$ cat config.mk
export PLATFORM = sky130hd
export DESIGN_NAME = lldma_chan
export DESIGN_NICKNAME = d
export VERILOG_FILES = /design/src/rtl/lldma_pkg.sv /design/src/rtl/lldma_regs.sv /design/src/rtl/lldma_walker.sv /design/src/rtl/lldma_chan.sv
export SDC_FILE = /design/constraint.sdc
export NUM_CORES = 1
export LEC_CHECK = 0
export BUFFER_PORTS_ARGS = -buffer_cell sky130_fd_sc_hd__buf_2
export CAP_MARGIN = 20
export CORE_MARGIN = 10
export CORE_UTILIZATION = 50
export CTS_CLUSTER_SIZE = 25
export DETAILED_ROUTE_END_ITERATION = 8
export GPL_TIMING_DRIVEN = 1
export PLACE_DENSITY_LB_ADDON = 0.15
export SETUP_SLACK_MARGIN = 0.02
export SYNTH_ARGS = -nofsm -noshare
export SYNTH_HDL_FRONTEND = slang
export SYNTH_HIERARCHICAL = 1
export SYNTH_SLANG_ARGS = --single-unit
$ cat constraint.sdc
create_clock -name clk -period 2.5 [get_ports clk]
set_input_delay 0.25 -clock clk [delete_from_list [all_inputs] [get_ports clk]]
set_output_delay 0.25 -clock clk [all_outputs]
set_load 0.005 [all_outputs]
$ cat src/rtl/lldma_pkg.sv
package lldma_pkg;
  typedef enum logic [2:0] {
    CH_IDLE,
    CH_FETCH,
    CH_XFER,
    CH_WBACK,
    CH_STOP,
    CH_LINK
  } ch_state_t;

  localparam logic [1:0] RA_CTRL = 2'd0;
  localparam logic [1:0] RA_STAT = 2'd1;
  localparam logic [1:0] RA_NEXT = 2'd2;
  localparam logic [1:0] RA_CUR  = 2'd3;

  localparam int B_ACT  = 0;
  localparam int B_DIS  = 1;
  localparam int B_RLD  = 2;
  localparam int B_IRQ  = 1;

  localparam int DESC_WORDS = 4;
  localparam int SOF_BIT    = 31;
  localparam int EOF_BIT    = 30;
endpackage

$ cat src/rtl/lldma_regs.sv
module lldma_regs
  import lldma_pkg::*;
#(
  parameter int AW = 16,
  parameter int DW = 32
) (
  input  logic          clk,
  input  logic          rst_n,
  input  logic          reg_we,
  input  logic [1:0]    reg_addr,
  input  logic [DW-1:0] reg_wdata,
  output logic [DW-1:0] reg_rdata,
  input  logic          safe,
  input  logic          dis_pend,
  input  logic [AW-1:0] next_ptr,
  input  logic [AW-1:0] cur_ptr,
  input  logic          irq_set,
  output logic          act_p,
  output logic          dis_p,
  output logic          rld_p,
  output logic          nxt_wr,
  output logic [AW-1:0] nxt_wdata,
  output logic          irq
);
  logic irq_d, irq_clr;

  assign act_p     = reg_we && reg_addr == RA_CTRL && reg_wdata[B_ACT];
  assign dis_p     = reg_we && reg_addr == RA_CTRL && reg_wdata[B_DIS];
  assign rld_p     = reg_we && reg_addr == RA_CTRL && reg_wdata[B_RLD];
  assign irq_clr   = reg_we && reg_addr == RA_STAT && reg_wdata[B_IRQ];
  assign nxt_wr    = reg_we && reg_addr == RA_NEXT;
  assign nxt_wdata = reg_wdata[AW-1:0];

  always_comb begin
    irq_d = irq;
    if (irq_clr) irq_d = 1'b0;
    if (irq_set) irq_d = 1'b1;
  end

  always_ff @(posedge clk or negedge rst_n) begin
    if (!rst_n) irq <= 1'b0;
    else        irq <= irq_d;
  end

  always_comb begin
    reg_rdata = '0;
    case (reg_addr)
      RA_STAT: reg_rdata[2:0] = {dis_pend, irq, safe};
      RA_NEXT: reg_rdata[AW-1:0] = next_ptr;
      RA_CUR:  reg_rdata[AW-1:0] = cur_ptr;
      default: reg_rdata = '0;
    endcase
  end

  // a set request always leaves the interrupt raised
  a_r5_irq_sticky: assert property (@(posedge clk) disable iff (!rst_n)
    irq_set |=> irq);
  // only a clear write lowers it
  a_r5_irq_hold: assert property (@(posedge clk) disable iff (!rst_n)
    irq && !irq_clr |=> irq);
endmodule

$ cat src/rtl/lldma_walker.sv
module lldma_walker
  import lldma_pkg::*;
#(
  parameter int AW = 16,
  parameter int DW = 32,
  parameter int LW = 16,
  parameter bit HAS_RELOAD = 1'b1
) (
  input  logic          clk,
  input  logic          rst_n,
  input  logic          act_p,
  input  logic          dis_p,
  input  logic          rld_p,
  input  logic          nxt_wr,
  input  logic [AW-1:0] nxt_wdata,
  output logic          safe,
  output logic          dis_pend,
  output logic [AW-1:0] next_ptr,
  output logic [AW-1:0] cur_ptr,
  output logic          irq_set,
  output logic          mem_rd,
  output logic          mem_wr,
  output logic [AW-1:0] mem_addr,
  output logic [DW-1:0] mem_wdata,
  input  logic [DW-1:0] mem_rdata,
  output logic          st_valid,
  output logic [DW-1:0] st_data,
  output logic          st_sof,
  output logic          st_eof
);
  localparam int HW = DESC_WORDS - 1;   // words fetched per descriptor
  localparam logic [LW-1:0] FETCH_END = LW'(HW);

  ch_state_t     st_q, st_d;
  logic [LW-1:0] cnt_q, cnt_d, len_q, len_d;
  logic [AW-1:0] nxt_q, nxt_d, cur_q, cur_d, dat_q, dat_d;
  logic          sof_q, sof_d, eof_q, eof_d, dis_q, dis_d, rld_q, rld_d;
  logic          rld_ok;

  generate
    if (HAS_RELOAD) begin : g_rld
      assign rld_ok = rld_p;
    end else begin : g_norld
      assign rld_ok = 1'b0;
    end
  endgenerate

  always_comb begin
    st_d = st_q; cnt_d = cnt_q; len_d = len_q; nxt_d = nxt_q;
    cur_d = cur_q; dat_d = dat_q; sof_d = sof_q; eof_d = eof_q;
    dis_d = dis_q; rld_d = rld_q;
    mem_rd = 1'b0; mem_wr = 1'b0; mem_addr = '0; mem_wdata = '0;
    irq_set = 1'b0;

    if (st_q != CH_IDLE) begin
      if (dis_p) dis_d = 1'b1;
      if (rld_ok) rld_d = 1'b1;
    end
    if (act_p) dis_d = 1'b0;

    case (st_q)
      CH_IDLE: begin
        if (nxt_wr) nxt_d = nxt_wdata;
        if (act_p && nxt_q != '0) begin
          st_d = CH_FETCH; cur_d = nxt_q; cnt_d = '0;
        end else if (rld_ok) begin
          st_d = CH_LINK; cnt_d = '0;
        end
      end
      CH_FETCH: begin
        if (cnt_q < FETCH_END) begin
          mem_rd   = 1'b1;
          mem_addr = cur_q + AW'(cnt_q);
        end
        if (cnt_q == LW'(1)) nxt_d = mem_rdata[AW-1:0];
        if (cnt_q == LW'(2)) dat_d = mem_rdata[AW-1:0];
        cnt_d = cnt_q + 1'b1;
        if (cnt_q == FETCH_END) begin
          sof_d = mem_rdata[SOF_BIT];
          eof_d = mem_rdata[EOF_BIT];
          len_d = mem_rdata[LW-1:0];
          cnt_d = '0;
          st_d  = CH_XFER;
        end
      end
      CH_XFER: begin
        if (cnt_q < len_q) begin
          mem_rd   = 1'b1;
          mem_addr = dat_q + AW'(cnt_q);
        end
        cnt_d = cnt_q + 1'b1;
        if (cnt_q == len_q) st_d = CH_WBACK;
      end
      CH_WBACK: begin
        mem_wr    = 1'b1;
        mem_addr  = cur_q + AW'(HW);
        mem_wdata = {1'b1, {(DW-1-LW){1'b0}}, len_q};
        cnt_d     = '0;
        if (dis_d) begin
          st_d = CH_STOP;
        end else if (nxt_q == '0) begin
          if (rld_d) begin
            st_d = CH_LINK; rld_d = 1'b0;
          end else begin
            st_d = CH_STOP; irq_set = 1'b1;
          end
        end else begin
          st_d = CH_FETCH; cur_d = nxt_q;
        end
      end
      CH_STOP: begin
        dis_d = 1'b0; rld_d = 1'b0;
        if (act_p && nxt_q != '0) begin
          st_d = CH_FETCH; cur_d = nxt_q; cnt_d = '0;
        end else begin
          st_d = CH_IDLE;
        end
      end
      CH_LINK: begin
        cnt_d = cnt_q + 1'b1;
        if (cnt_q == '0) begin
          mem_rd = 1'b1; mem_addr = cur_q;
        end else begin
          nxt_d = mem_rdata[AW-1:0];
          cnt_d = '0;
          if (mem_rdata[AW-1:0] != '0) begin
            st_d = CH_FETCH; cur_d = mem_rdata[AW-1:0];
          end else begin
            st_d = CH_IDLE;
          end
        end
      end
      default: st_d = CH_IDLE;
    endcase
  end

  always_ff @(posedge clk or negedge rst_n) begin
    if (!rst_n) begin
      st_q <= CH_IDLE; cnt_q <= '0; len_q <= '0; nxt_q <= '0;
      cur_q <= '0; dat_q <= '0; sof_q <= 1'b0; eof_q <= 1'b0;
      dis_q <= 1'b0; rld_q <= 1'b0;
    end else begin
      st_q <= st_d; cnt_q <= cnt_d; len_q <= len_d; nxt_q <= nxt_d;
      cur_q <= cur_d; dat_q <= dat_d; sof_q <= sof_d; eof_q <= eof_d;
      dis_q <= dis_d; rld_q <= rld_d;
    end
  end

  assign safe     = st_q == CH_IDLE;
  assign dis_pend = dis_q;
  assign next_ptr = nxt_q;
  assign cur_ptr  = cur_q;
  assign st_valid = st_q == CH_XFER && cnt_q != '0;
  assign st_data  = mem_rdata;
  assign st_sof   = st_valid && sof_q && cnt_q == LW'(1);
  assign st_eof   = st_valid && eof_q && cnt_q == len_q;

  // a parked channel touches no memory
  a_r12_parked_quiet: assert property (@(posedge clk) disable iff (!rst_n)
    safe |-> !mem_rd && !mem_wr);
  // activate on a zero pointer keeps the channel parked
  a_r12_null_act: assert property (@(posedge clk) disable iff (!rst_n)
    act_p && safe && next_ptr == '0 && !rld_p |=> safe);
  // pointer writes during a transfer are dropped
  a_r9_next_locked: assert property (@(posedge clk) disable iff (!rst_n)
    nxt_wr && st_q == CH_XFER |=> $stable(next_ptr));
  // frame end is followed by the status write, not by data
  a_r3_eof_last: assert property (@(posedge clk) disable iff (!rst_n)
    st_eof |=> !st_valid && mem_wr);
  // status write lasts exactly one cycle
  a_r4_one_wback: assert property (@(posedge clk) disable iff (!rst_n)
    mem_wr |=> !mem_wr);
  // no disable request survives into the parked state
  a_r6_park_clean: assert property (@(posedge clk) disable iff (!rst_n)
    safe |-> !dis_pend);
endmodule

$ cat src/rtl/lldma_chan.sv
module lldma_chan
  import lldma_pkg::*;
#(
  parameter int AW = 16,
  parameter int DW = 32,
  parameter int LW = 16,
  parameter bit HAS_RELOAD = 1'b1
) (
  input  logic          clk,
  input  logic          rst_n,
  input  logic          reg_we,
  input  logic [1:0]    reg_addr,
  input  logic [DW-1:0] reg_wdata,
  output logic [DW-1:0] reg_rdata,
  output logic          irq,
  output logic          mem_rd,
  output logic          mem_wr,
  output logic [AW-1:0] mem_addr,
  output logic [DW-1:0] mem_wdata,
  input  logic [DW-1:0] mem_rdata,
  output logic          st_valid,
  output logic [DW-1:0] st_data,
  output logic          st_sof,
  output logic          st_eof
);
  logic [1:0]    rs_q;
  logic          srst_n;
  logic          safe, dis_pend, irq_set, act_p, dis_p, rld_p, nxt_wr;
  logic [AW-1:0] next_ptr, cur_ptr, nxt_wdata;

  always_ff @(posedge clk or negedge rst_n) begin
    if (!rst_n) rs_q <= 2'b00;
    else        rs_q <= {rs_q[0], 1'b1};
  end
  assign srst_n = rs_q[1];

  lldma_regs #(.AW(AW), .DW(DW)) u_regs (
    .clk(clk), .rst_n(srst_n), .reg_we(reg_we), .reg_addr(reg_addr),
    .reg_wdata(reg_wdata), .reg_rdata(reg_rdata), .safe(safe),
    .dis_pend(dis_pend), .next_ptr(next_ptr), .cur_ptr(cur_ptr),
    .irq_set(irq_set), .act_p(act_p), .dis_p(dis_p), .rld_p(rld_p),
    .nxt_wr(nxt_wr), .nxt_wdata(nxt_wdata), .irq(irq)
  );

  lldma_walker #(.AW(AW), .DW(DW), .LW(LW), .HAS_RELOAD(HAS_RELOAD)) u_walk (
    .clk(clk), .rst_n(srst_n), .act_p(act_p), .dis_p(dis_p), .rld_p(rld_p),
    .nxt_wr(nxt_wr), .nxt_wdata(nxt_wdata), .safe(safe), .dis_pend(dis_pend),
    .next_ptr(next_ptr), .cur_ptr(cur_ptr), .irq_set(irq_set),
    .mem_rd(mem_rd), .mem_wr(mem_wr), .mem_addr(mem_addr),
    .mem_wdata(mem_wdata), .mem_rdata(mem_rdata), .st_valid(st_valid),
    .st_data(st_data), .st_sof(st_sof), .st_eof(st_eof)
  );
endmodule

==> impl_metrics.yaml, run 1 <==
cells_and_area:
  utilization_pct: 65.10
  layout_common_cells: "143 x buf_4, 111 x buf_2, 87 x dfrtp_1"
  nFillCells: 1299
  drive_gt1_share_pct: 36.96
  multi_input_area_um2: 5137
  syn_to_final_growth_pct: 28.06
  nets: 1211
  final-seq-area_um2: 2258
  antennaDiodeCount: 0
  design_area_um2: 9897
  layout_commonest_cell: "buf_4"
timing:
  layout_min_cycle_time_ns: 3.031
  period_share_pct: 121.2
  relSlewSlack_pct: 64.19
  setup_slack_ns: -0.5312
  drv_slew: 0
  fmax_ghz: 0.3299
  rsz0062_at_grt: "true"
  worstMarginPinSlew_ns: 0.5372
  hold_viol_final: 0
  setup_violations: 17
  fin_skew_ns: 0.007307
routing:
  wl_per_cell_um: 20.59
  wirelength_um: 26380
  met2_length_um: 11810
  viasPerCell: 5.728
  wl_met3_um: 2103
  drt-met1-wl_um: 11260
  ant_nets: 0
  first_pass_iters: 5
  remaining_drc_errors: 0
  vias: 7338
  drt_iter0_drc: 724
  maxUsedRoutingLayer: "met4"
die:
  start_util_pct: 50.84
  io_pins: 187
  die_area_um2: 20830
  rows: 45
  chipWidth_um: 144.3
  die_h_um: 144.3
  core_um2: 15200
clock_network:
  cts_max_level: 3
  cts_buffer_depth: 2
  cts_sinks: 90
  cts_buffers: 9
  clk_root_buffer_cell: "clkbuf_16"
  clock_latency_ns: 0.35
  clk_pin_slew_ns: 0.06
  cts_tree: "yes"
placed_design:
  io_buffers: 111
  dp_hpwl_um: 19660
  dpl_cell_area_um2: 9060
  place_congestion: 0.9263
synthesis:
  synth_area_leaders: "dfrtp_1 29%, ha_1 8.3%, buf_4 7.9%"
  avgSynthCellArea_um2: 8.635
  synth.cell_area_um2: 7729
  ys_ff_latch: 90
  yosysTopAreaCellShare_pct: 29.14
  postSynthCellCount: 895
  synthFlopType: "dfrtp_1"
  yosysUniqueCellTypes: 69
  yosys_warnings: 6
  ys_async_sr_fraction_pct: 100.0
  yosysTopAreaCell: "dfrtp_1"
  ys_seq_area_share_pct: 29.14
  synth-edff-count: 0
power_and_ir_drop:
  power.density_nw_per_um2: 1242
  p_sw_share_pct: 42.99
  ir_worst_vdd_mv: 0.6505
  p_comb_share_pct: 66.9
  power.leakage_nw: 4.886
  p_seq_share_pct: 22.0
  power_frac_clock_pct: 11.1
  p_int_mw: 7.009
  p_sw_mw: 5.285
setup_path:
  end_kind: "output port"
  path_buf_inv: 3
  required_ns: 2.25
  slowest_stage: "dfrtp_1"
  critPathTopFamily: "simple AND/OR/NAND/NOR gates"
  worstSetupPathType: "reg2out"
  path_cells: "ha_4, buf_6, nand3_1, nor4_2, a21boi_2, or3_4, buf_4, a211oi_1, or3_1, buf_2"
  crit_path_max_incr_delay_ns: 0.43
  cp_max_fo: 14
  cp-start-kind: "flip-flop"
  cp.arrival_ns: 2.78
outcome:
  outcome: "finished with violations"
  violations: "negative setup slack"
min_path:
  hp-class: "in2reg"
grt:
  grt_pass1_wl_um: 39680
  antenna_found_initial: 0
  grt_pass1_vias: 7163
  grt-ovfl-total: 0
  track_usage_pct: 24.92
  grt_max_degree: 51
run:
  cap_violations: 0
-- sequential cells by signal (all words and copies together) (netlist names) --
signal,cells
rs_q,2
u_regs/irq,1
u_walk/cnt_q,16
u_walk/cur_ptr,16
u_walk/dat_q,16
u_walk/dis_pend,1
u_walk/eof_q,1
u_walk/len_q,16
u_walk/next_ptr,16
u_walk/rld_q,1
u_walk/sof_q,1
u_walk/st_q,3
-- routing by layer --
layer | vias to the layer above | global-route usage, %
met5 | - | 0
met4 | 0 | 12.34
met3 | 45 | 3.706
met2 | 290 | 38.15
met1 | 3486 | 33.57
li1 | 3517 | -
-- worst register-to-register path: stages (launching register included) --
cell and delay (ns):
dfrtp_1 0.40, buf_6 0.14, buf_4 0.15, nor4_4 0.19
and4_4 0.31, nand3_1 0.11, buf_4 0.19, o21ai_1 0.18
a31oi_4 0.06, buf_12 0.17, mux2_1 0.32
-- per-stage QoR --
stage,TNS [ns],cells,worst slack (ns),total power [mW],hold slack [ns]
after floorplan,-0.1887,924,-0.1887,7.007,-0.04559
after detailed placement,-3.030,1256,-0.3464,10.23,0.03878
after global routing,-8.612,1281,-0.6488,13.20,0.1567
final,-6.638,1281,-0.5312,12.29,0.1429
after global placement,-2.152,1256,-0.2989,10.14,0.03612
after CTS,-6.584,1278,-0.5260,12.04,0.1348
-- layout make-up --
cell class / instances / share of cell area (%)
flip-flops and latches: 90 / 22.82
well taps: 188 / 2.377
repair buffers: 270 / 18.71
clock buffers: 10 / 2.415
multi-input cells: 686 / 51.91
inverters: 32 / 1.214
clock inverters: 5 / 0.5563
-- kinds of logic after synthesis --
kind of cell / after synthesis / share of synthesized area [%]
buffers and inverters: 148 / 11.43
adders and majority gates: 53 / 8.774
DFF: 90 / 29.14
AOI/OAI and AO/OA: 215 / 17.99
muxes: 86 / 12.01
and+or+nand+nor: 276 / 17.79
other: 3 / 0.1457
xor gates and xnor gates: 24 / 2.720
-- final timing paths --
kind	end	start	slack, ns	cells after the start
setup / recovery	mem_addr[8]	u_walk/cnt_q[7]	-0.53	10
hold / removal	u_walk/eof_q	mem_rdata[30]	0.14	2
setup reg to reg	u_walk/cur_ptr[15]	u_walk/cnt_q[4]	0.15	10
hold reg to reg	u_walk/len_q[8]	rs_q[1]	0.32	0
max in group asynchronous	u_walk/cur_ptr[14]	rs_q[1]	1.51	1
min in group asynchronous	rs_q[0]	rst_n	0.20	2
-- power by group through the flow --
stage | clock network (mW) | logic (mW) | registers (mW)
floorplan | 0 | 4.45 | 2.56
global placement | 0 | 7.49 | 2.65
detailed placement | 0 | 7.56 | 2.67
CTS | 1.38 | 7.98 | 2.67
global route | 1.45 | 8.99 | 2.76
finish | 1.36 | 8.23 | 2.70
-- synth_stat cells, drive strengths merged, types with 3 or more instances --
cell type	count
and2	7
conb	3
a211o	3
inv	32
a22oi	5
nor4	16
ha	51
o221ai	5
nand2	83
clkbuf	20
a211oi	6
nor2b	20
nor2	63
a31o	4
dfrtp	90
buf	96
o211ai	12
nand2b	5
nor3	10
o22ai	3
a31oi	9
a21oi	59
and3	17
nand3	21
o21a	5
mux2i	35
or3	3
a21boi	3
mux2	51
a22o	10
and4	9
a21o	18
xnor2	14
o2111ai	3
o21ai	53
xor2	10
nand4	11
-- what timing repair did --
item / CTS / global route
hold endpoints to repair: 2 / 0
gates resized for setup: 68 / 28
hold buffers: 1 / 0
cloned: 0 / 0
setup endpoints to repair: 20 / 36
pin swaps: 26 / 15
setup buffers: 6 / 4
(Power assumes the default switching activity.)
==> run 2: changes to the inputs <==
Clock period 2.5 ns to 2.45 ns, I/O delays scaled along.
==> impl_metrics.yaml, run 2 (synthesis gave the netlist of run 1 again) <==
setup_path:
  crit_path_max_incr_delay_ns: 0.50
  required_ns: 2.20
  worstSetupPathType: "reg2out"
  cp-start-kind: "flip-flop"
  cp_max_fo: 3
  cp.arrival_ns: 2.79
  end_kind: "output port"
  path_cells: "inv_2, ha_4, and4_1, a2111oi_4, nor4_2, or3_4, or4b_4, o211ai_1, buf_2"
  slowest_stage: "or4b_4"
cells_and_area:
  fin_cells: 1290
  layout_common_cells: "151 x buf_4, 110 x buf_2, 85 x dfrtp_1"
  nets: 1219
  layout_commonest_cell: "buf_4"
  nFillCells: 1319
  drive_gt1_share_pct: 38.48
  antennaDiodeCount: 0
  syn_to_final_growth_pct: 29.66
  utilization_pct: 65.92
die:
  die_area_um2: 20830
  rows: 45
  core_um2: 15200
  chipWidth_um: 144.3
  start_util_pct: 50.84
  io_pins: 187
  die_h_um: 144.3
clock_network:
  clk_pin_slew_ns: 0.07
  clk_root_buffer_cell: "clkbuf_16"
  cts_buffers: 9
  clock_latency_ns: 0.36
  cts_max_level: 3
  cts_tree: "yes"
  cts_sinks: 90
  cts_buffer_depth: 2
timing:
  relSlewSlack_pct: 58.95
  setup_slack_ns: -0.5827
  period_share_pct: 123.8
  hold_viol_final: 0
  drv_slew: 0
  worstMarginPinSlew_ns: 0.6157
  fin_skew_ns: 0.009220
  rsz0062_at_grt: "true"
  fmax_ghz: 0.3297
  layout_min_cycle_time_ns: 3.033
  setup_violations: 17
placed_design:
  dp_cells: 1260
  pre_cts_ws_ns: -0.2965
  place_congestion: 0.9521
  dp_hpwl_um: 20630
  io_buffers: 111
power_and_ir_drop:
  power.leakage_nw: 4.934
  power.density_nw_per_um2: 1288
  ir_worst_vdd_mv: 0.6488
  p_total_mw: 12.91
outcome:
  violations: "negative setup slack"
  outcome: "finished with violations"
grt:
  track_usage_pct: 25.77
  grt_pass1_wl_um: 40990
  grt-ovfl-total: 0
  antenna_found_initial: 0
  grt_max_degree: 42
  grt_pass1_vias: 7269
routing:
  drt_iter0_drc: 655
  vias: 7586
  viasPerCell: 5.881
  wirelength_um: 27570
  wl_per_cell_um: 21.37
  first_pass_iters: 5
  ant_nets: 0
  remaining_drc_errors: 0
min_path:
  hp-class: "in2reg"
run:
  cap_violations: 0
==> run 2: cell types whose count changed in the layout (fill, tap and decap cells not counted), sizes merged <==
| cell | previous run | this run |
|---|---|---|
| buf | 269 | 276 |
| bufinv | 1 | 0 |
| clkbuf | 10 | 14 |
| clkinv | 2 | 1 |
==> run 2: layer usage <==
layer	vias up	global-route usage (%)	part of all wire (%)
met4	0	10.05	3.6
met3	56	4.231	8.4
met1	3638	35.46	43
met5	-	0	0
li1	3542	-	-
met2	350	39.48	45
==> run 2: worst paths after layout <==
check / start / end / slack [ns] / depth (start not counted)
max: u_walk/len_q[7] / mem_addr[12] / -0.58 / 9
min: mem_rdata[31] / u_walk/sof_q / 0.13 / 2
max reg2reg: u_walk/cnt_q[4] / u_walk/cur_ptr[15] / 0.08 / 10
min reg2reg: rs_q[1] / u_walk/len_q[13] / 0.35 / 0
max in group asynchronous: rs_q[1] / u_walk/dat_q[6] / 1.39 / 1
min in group asynchronous: rst_n / rs_q[0] / 0.19 / 2
==> run 2: layout make-up <==
class                           instances  area [µm²]  share of cell area [%]
Timing Repair Buffer                  278        1941                   19.37
Multi-Input combinational cell        686        5180                   51.69
Tap cell                              188       235.2                   2.347
Clock inverter                          3       23.77                  0.2372
Sequential cell                        90        2261                   22.56
Clock buffer                           13       260.3                   2.597
Inverter                               32       120.1                   1.199
==> run 2: timing repair <==
| item | in CTS | in global routing |
|---|---|---|
| hold buffers | 1 | 0 |
| pin swaps | 25 | 21 |
| gates resized for setup | 69 | 37 |
| setup endpoints to repair | 37 | 37 |
| setup buffers | 9 | 8 |
| hold endpoints to repair | 2 | 0 |
| cloned | 0 | 1 |
==> run 2: worst max-delay path: cells and delay by family (launching register included) <==
| family | cells | cell delay [ns] |
|---|---|---|
| flops | 1 | 0.39 |
| compound gates | 2 | 0.39 |
| buf+inv | 2 | 0.23 |
| simple gates | 4 | 1.22 |
| fa+ha+maj | 1 | 0.21 |
==> run 2: metrics by stage <==
step	cell area, µm²	TNS [ns]	hold slack, ns
final	10020	-7.532	0.1298
after global routing	10020	-9.225	0.1450
after CTS	9769	-7.219	0.1236
after detailed placement	9149	-3.592	0.03223
after global placement	9149	-2.881	0.03007
after floorplan	7886	-0.05229	-0.05059
==> run 2: report_power, final <==
group | total (mW) | switching (mW) | internal [mW]
sequential | 2.76 | 0.624 | 2.14
combinational | 8.78 | 4.45 | 4.33
clock | 1.37 | 0.618 | 0.747
total | 12.9 | 5.69 | 7.22
==> run 3: changes to the inputs <==
Settings changed: ABC_AREA set to 1, MAX_ROUTING_LAYER set to met4.
==> impl_metrics.yaml, run 3 <==
grt:
  antenna_found_initial: 0
  grt-ovfl-total: 0
  grt_max_degree: 89
  track_usage_pct: 25.60
  grt_pass1_wl_um: 44060
  grt_pass1_vias: 8240
setup_path:
  critPathTopFamily: "simple AND/OR/NAND/NOR gates"
  required_ns: 2.20
  crit_top_cell: "nand2_1"
  path_cells: "ha_4, nand2_2, nand2_1, nand2_1, nand2_1, nand2_1, nand3_2, a21oi_4, buf_6, buf_6, nand3_2, nand3_2, buf_2"
  crit_path_max_incr_delay_ns: 0.49
  path_buf_inv: 3
  slowest_stage: "dfrtp_2"
  cp-start-kind: "flip-flop"
  worstSetupPathType: "reg2out"
  cp_max_fo: 7
  end_kind: "output port"
  cp.arrival_ns: 2.22
synthesis:
  ys_ff_latch: 90
  yosys_warnings: 6
  synthFlopType: "dfrtp_1"
  ys_seq_area_share_pct: 26.60
  ys_async_sr_fraction_pct: 100.0
  synth_area_leaders: "dfrtp_1 27%, nand2_1 20%, ha_1 7.5%"
  post-synth-top-count-cell: "nand2_1"
  yosysUniqueCellTypes: 44
  postSynthCellCount: 1341
  avgSynthCellArea_um2: 6.315
  synth.cell_area_um2: 8468
  yosysTopAreaCell: "dfrtp_1"
  synth-edff-count: 0
  yosysTopAreaCellShare_pct: 26.60
  netlist_top_cells_count: "461 x nand2_1, 158 x inv_1, 121 x nor2_1"
clock_network:
  clk_root_buffer_cell: "clkbuf_16"
  cts_buffer_depth: 2
  cts_max_level: 3
  clock_latency_ns: 0.35
  clk_pin_slew_ns: 0.06
  cts_buffers: 9
  cts_tree: "yes"
  cts_sinks: 90
routing:
  vias: 8894
  remaining_drc_errors: 0
  wirelength_um: 28940
  drt_iter0_drc: 797
  viasPerCell: 5.281
  first_pass_iters: 5
  wl_per_cell_um: 17.19
  ant_nets: 0
timing:
  layout_min_cycle_time_ns: 2.466
  finalHoldWorstSlack_ns: 0.1384
  setup_violations: 1
  fin_skew_ns: 0.01125
  hold_viol_final: 0
  period_share_pct: 100.6
  worstMarginPinSlew_ns: 0.5036
  setup_slack_ns: -0.01566
  drv_slew: 0
  rsz0062_at_grt: "true"
  relSlewSlack_pct: 66.43
  fmax_ghz: 0.4056
cells_and_area:
  layout_common_cells: "435 x nand2_1, 140 x inv_1, 109 x buf_2"
  nets: 1580
  final-seq-area_um2: 2275
  drive_gt1_share_pct: 26.73
  nFillCells: 1615
  layout_commonest_cell: "nand2_1"
  syn_to_final_growth_pct: 23.77
  multi_input_area_um2: 5754
die:
  die_h_um: 150.1
  rows: 47
  start_util_pct: 51.06
  core_um2: 16580
  chipWidth_um: 150.1
  io_pins: 187
  die_area_um2: 22540
power_and_ir_drop:
  power.density_nw_per_um2: 996.7
  ir_worst_vdd_mv: 0.6495
  power.leakage_nw: 5.600
placed_design:
  pre_cts_ws_ns: 0.1353
  io_buffers: 111
  dp_hpwl_um: 21070
  place_congestion: 0.9627
run:
  cap_violations: 0
outcome:
  outcome: "finished with violations"
  violations: "negative setup slack"
min_path:
  hp-class: "in2reg"
==> run 3: metal layers <==
metal	vias up	GRT usage, %	routed length [µm]
met1	4106	35.29	13300
met4	0	8.989	806
met5	-	-	0
met2	371	37.98	12710
li1	4373	-	-
met3	44	3.121	2124
==> run 3: worst paths after layout <==
| path | to | slack (ns) | cells past startpoint | start |
|---|---|---|---|---|
| max | mem_addr[11] | -0.02 | 13 | u_walk/cnt_q[9] |
| min | u_walk/eof_q | 0.14 | 2 | mem_rdata[30] |
| max reg2reg | u_walk/cur_ptr[13] | 0.23 | 13 | u_walk/cnt_q[4] |
| min reg2reg | u_walk/len_q[10] | 0.34 | 1 | rs_q[1] |
| max in group asynchronous | u_walk/cur_ptr[0] | 1.66 | 1 | rs_q[1] |
| min in group asynchronous | rs_q[1] | 0.20 | 2 | rst_n |
==> run 3: cell type report <==
class	count	area share, %
Inverter	165	5.993
Timing Repair Buffer	184	11.76
Sequential cell	90	21.70
Antenna cell	1	0.02387
Multi-Input combinational cell	1008	54.90
Tap cell	220	2.626
Clock inverter	5	0.5849
Clock buffer	11	2.411
==> run 3: kinds of logic after synthesis <==
group	after synthesis	share of synthesized area, %
flops	90	26.60
mux	2	0.2659
buf+inv	273	16.15
simple gates	738	36.81
xor+xnor	19	1.965
compound gates	163	10.08
other cells	3	0.1330
fa+ha+maj	53	8.008
==> run 3: power breakdown <==
part / internal, mW / total, mW / switching, mW
clock network: 0.850 / 1.47 / 0.615
registers: 2.10 / 2.88 / 0.775
logic: 2.48 / 6.10 / 3.63
total: 5.43 / 10.4 / 5.02
==> run 3: metrics by stage <==
| step | cells | cell area (µm²) | utilization (%) | TNS [ns] | power (mW) |
|---|---|---|---|---|---|
| after detailed placement | 1631 | 8961 | 54.04 | 0 | 7.814 |
| after CTS | 1666 | 9921 | 59.82 | 0 | 9.825 |
| after floorplan | 1370 | 8578 | - | 0 | 6.149 |
| final | 1684 | 10480 | 63.20 | -0.01566 | 10.45 |
| after global routing | 1683 | 10480 | 63.19 | -0.9601 | 11.37 |
| after global placement | 1631 | 8961 | 54.04 | 0 | 7.734 |
==> run 3: what timing repair did <==
action	4_1_cts	5_1_grt
endpoints found under the setup margin	16	17
gates cloned	1	1
pin swaps	11	22
hold buffers	1	0
setup buffers	17	16
resized for setup	87	103
endpoints found under the hold margin	2	0
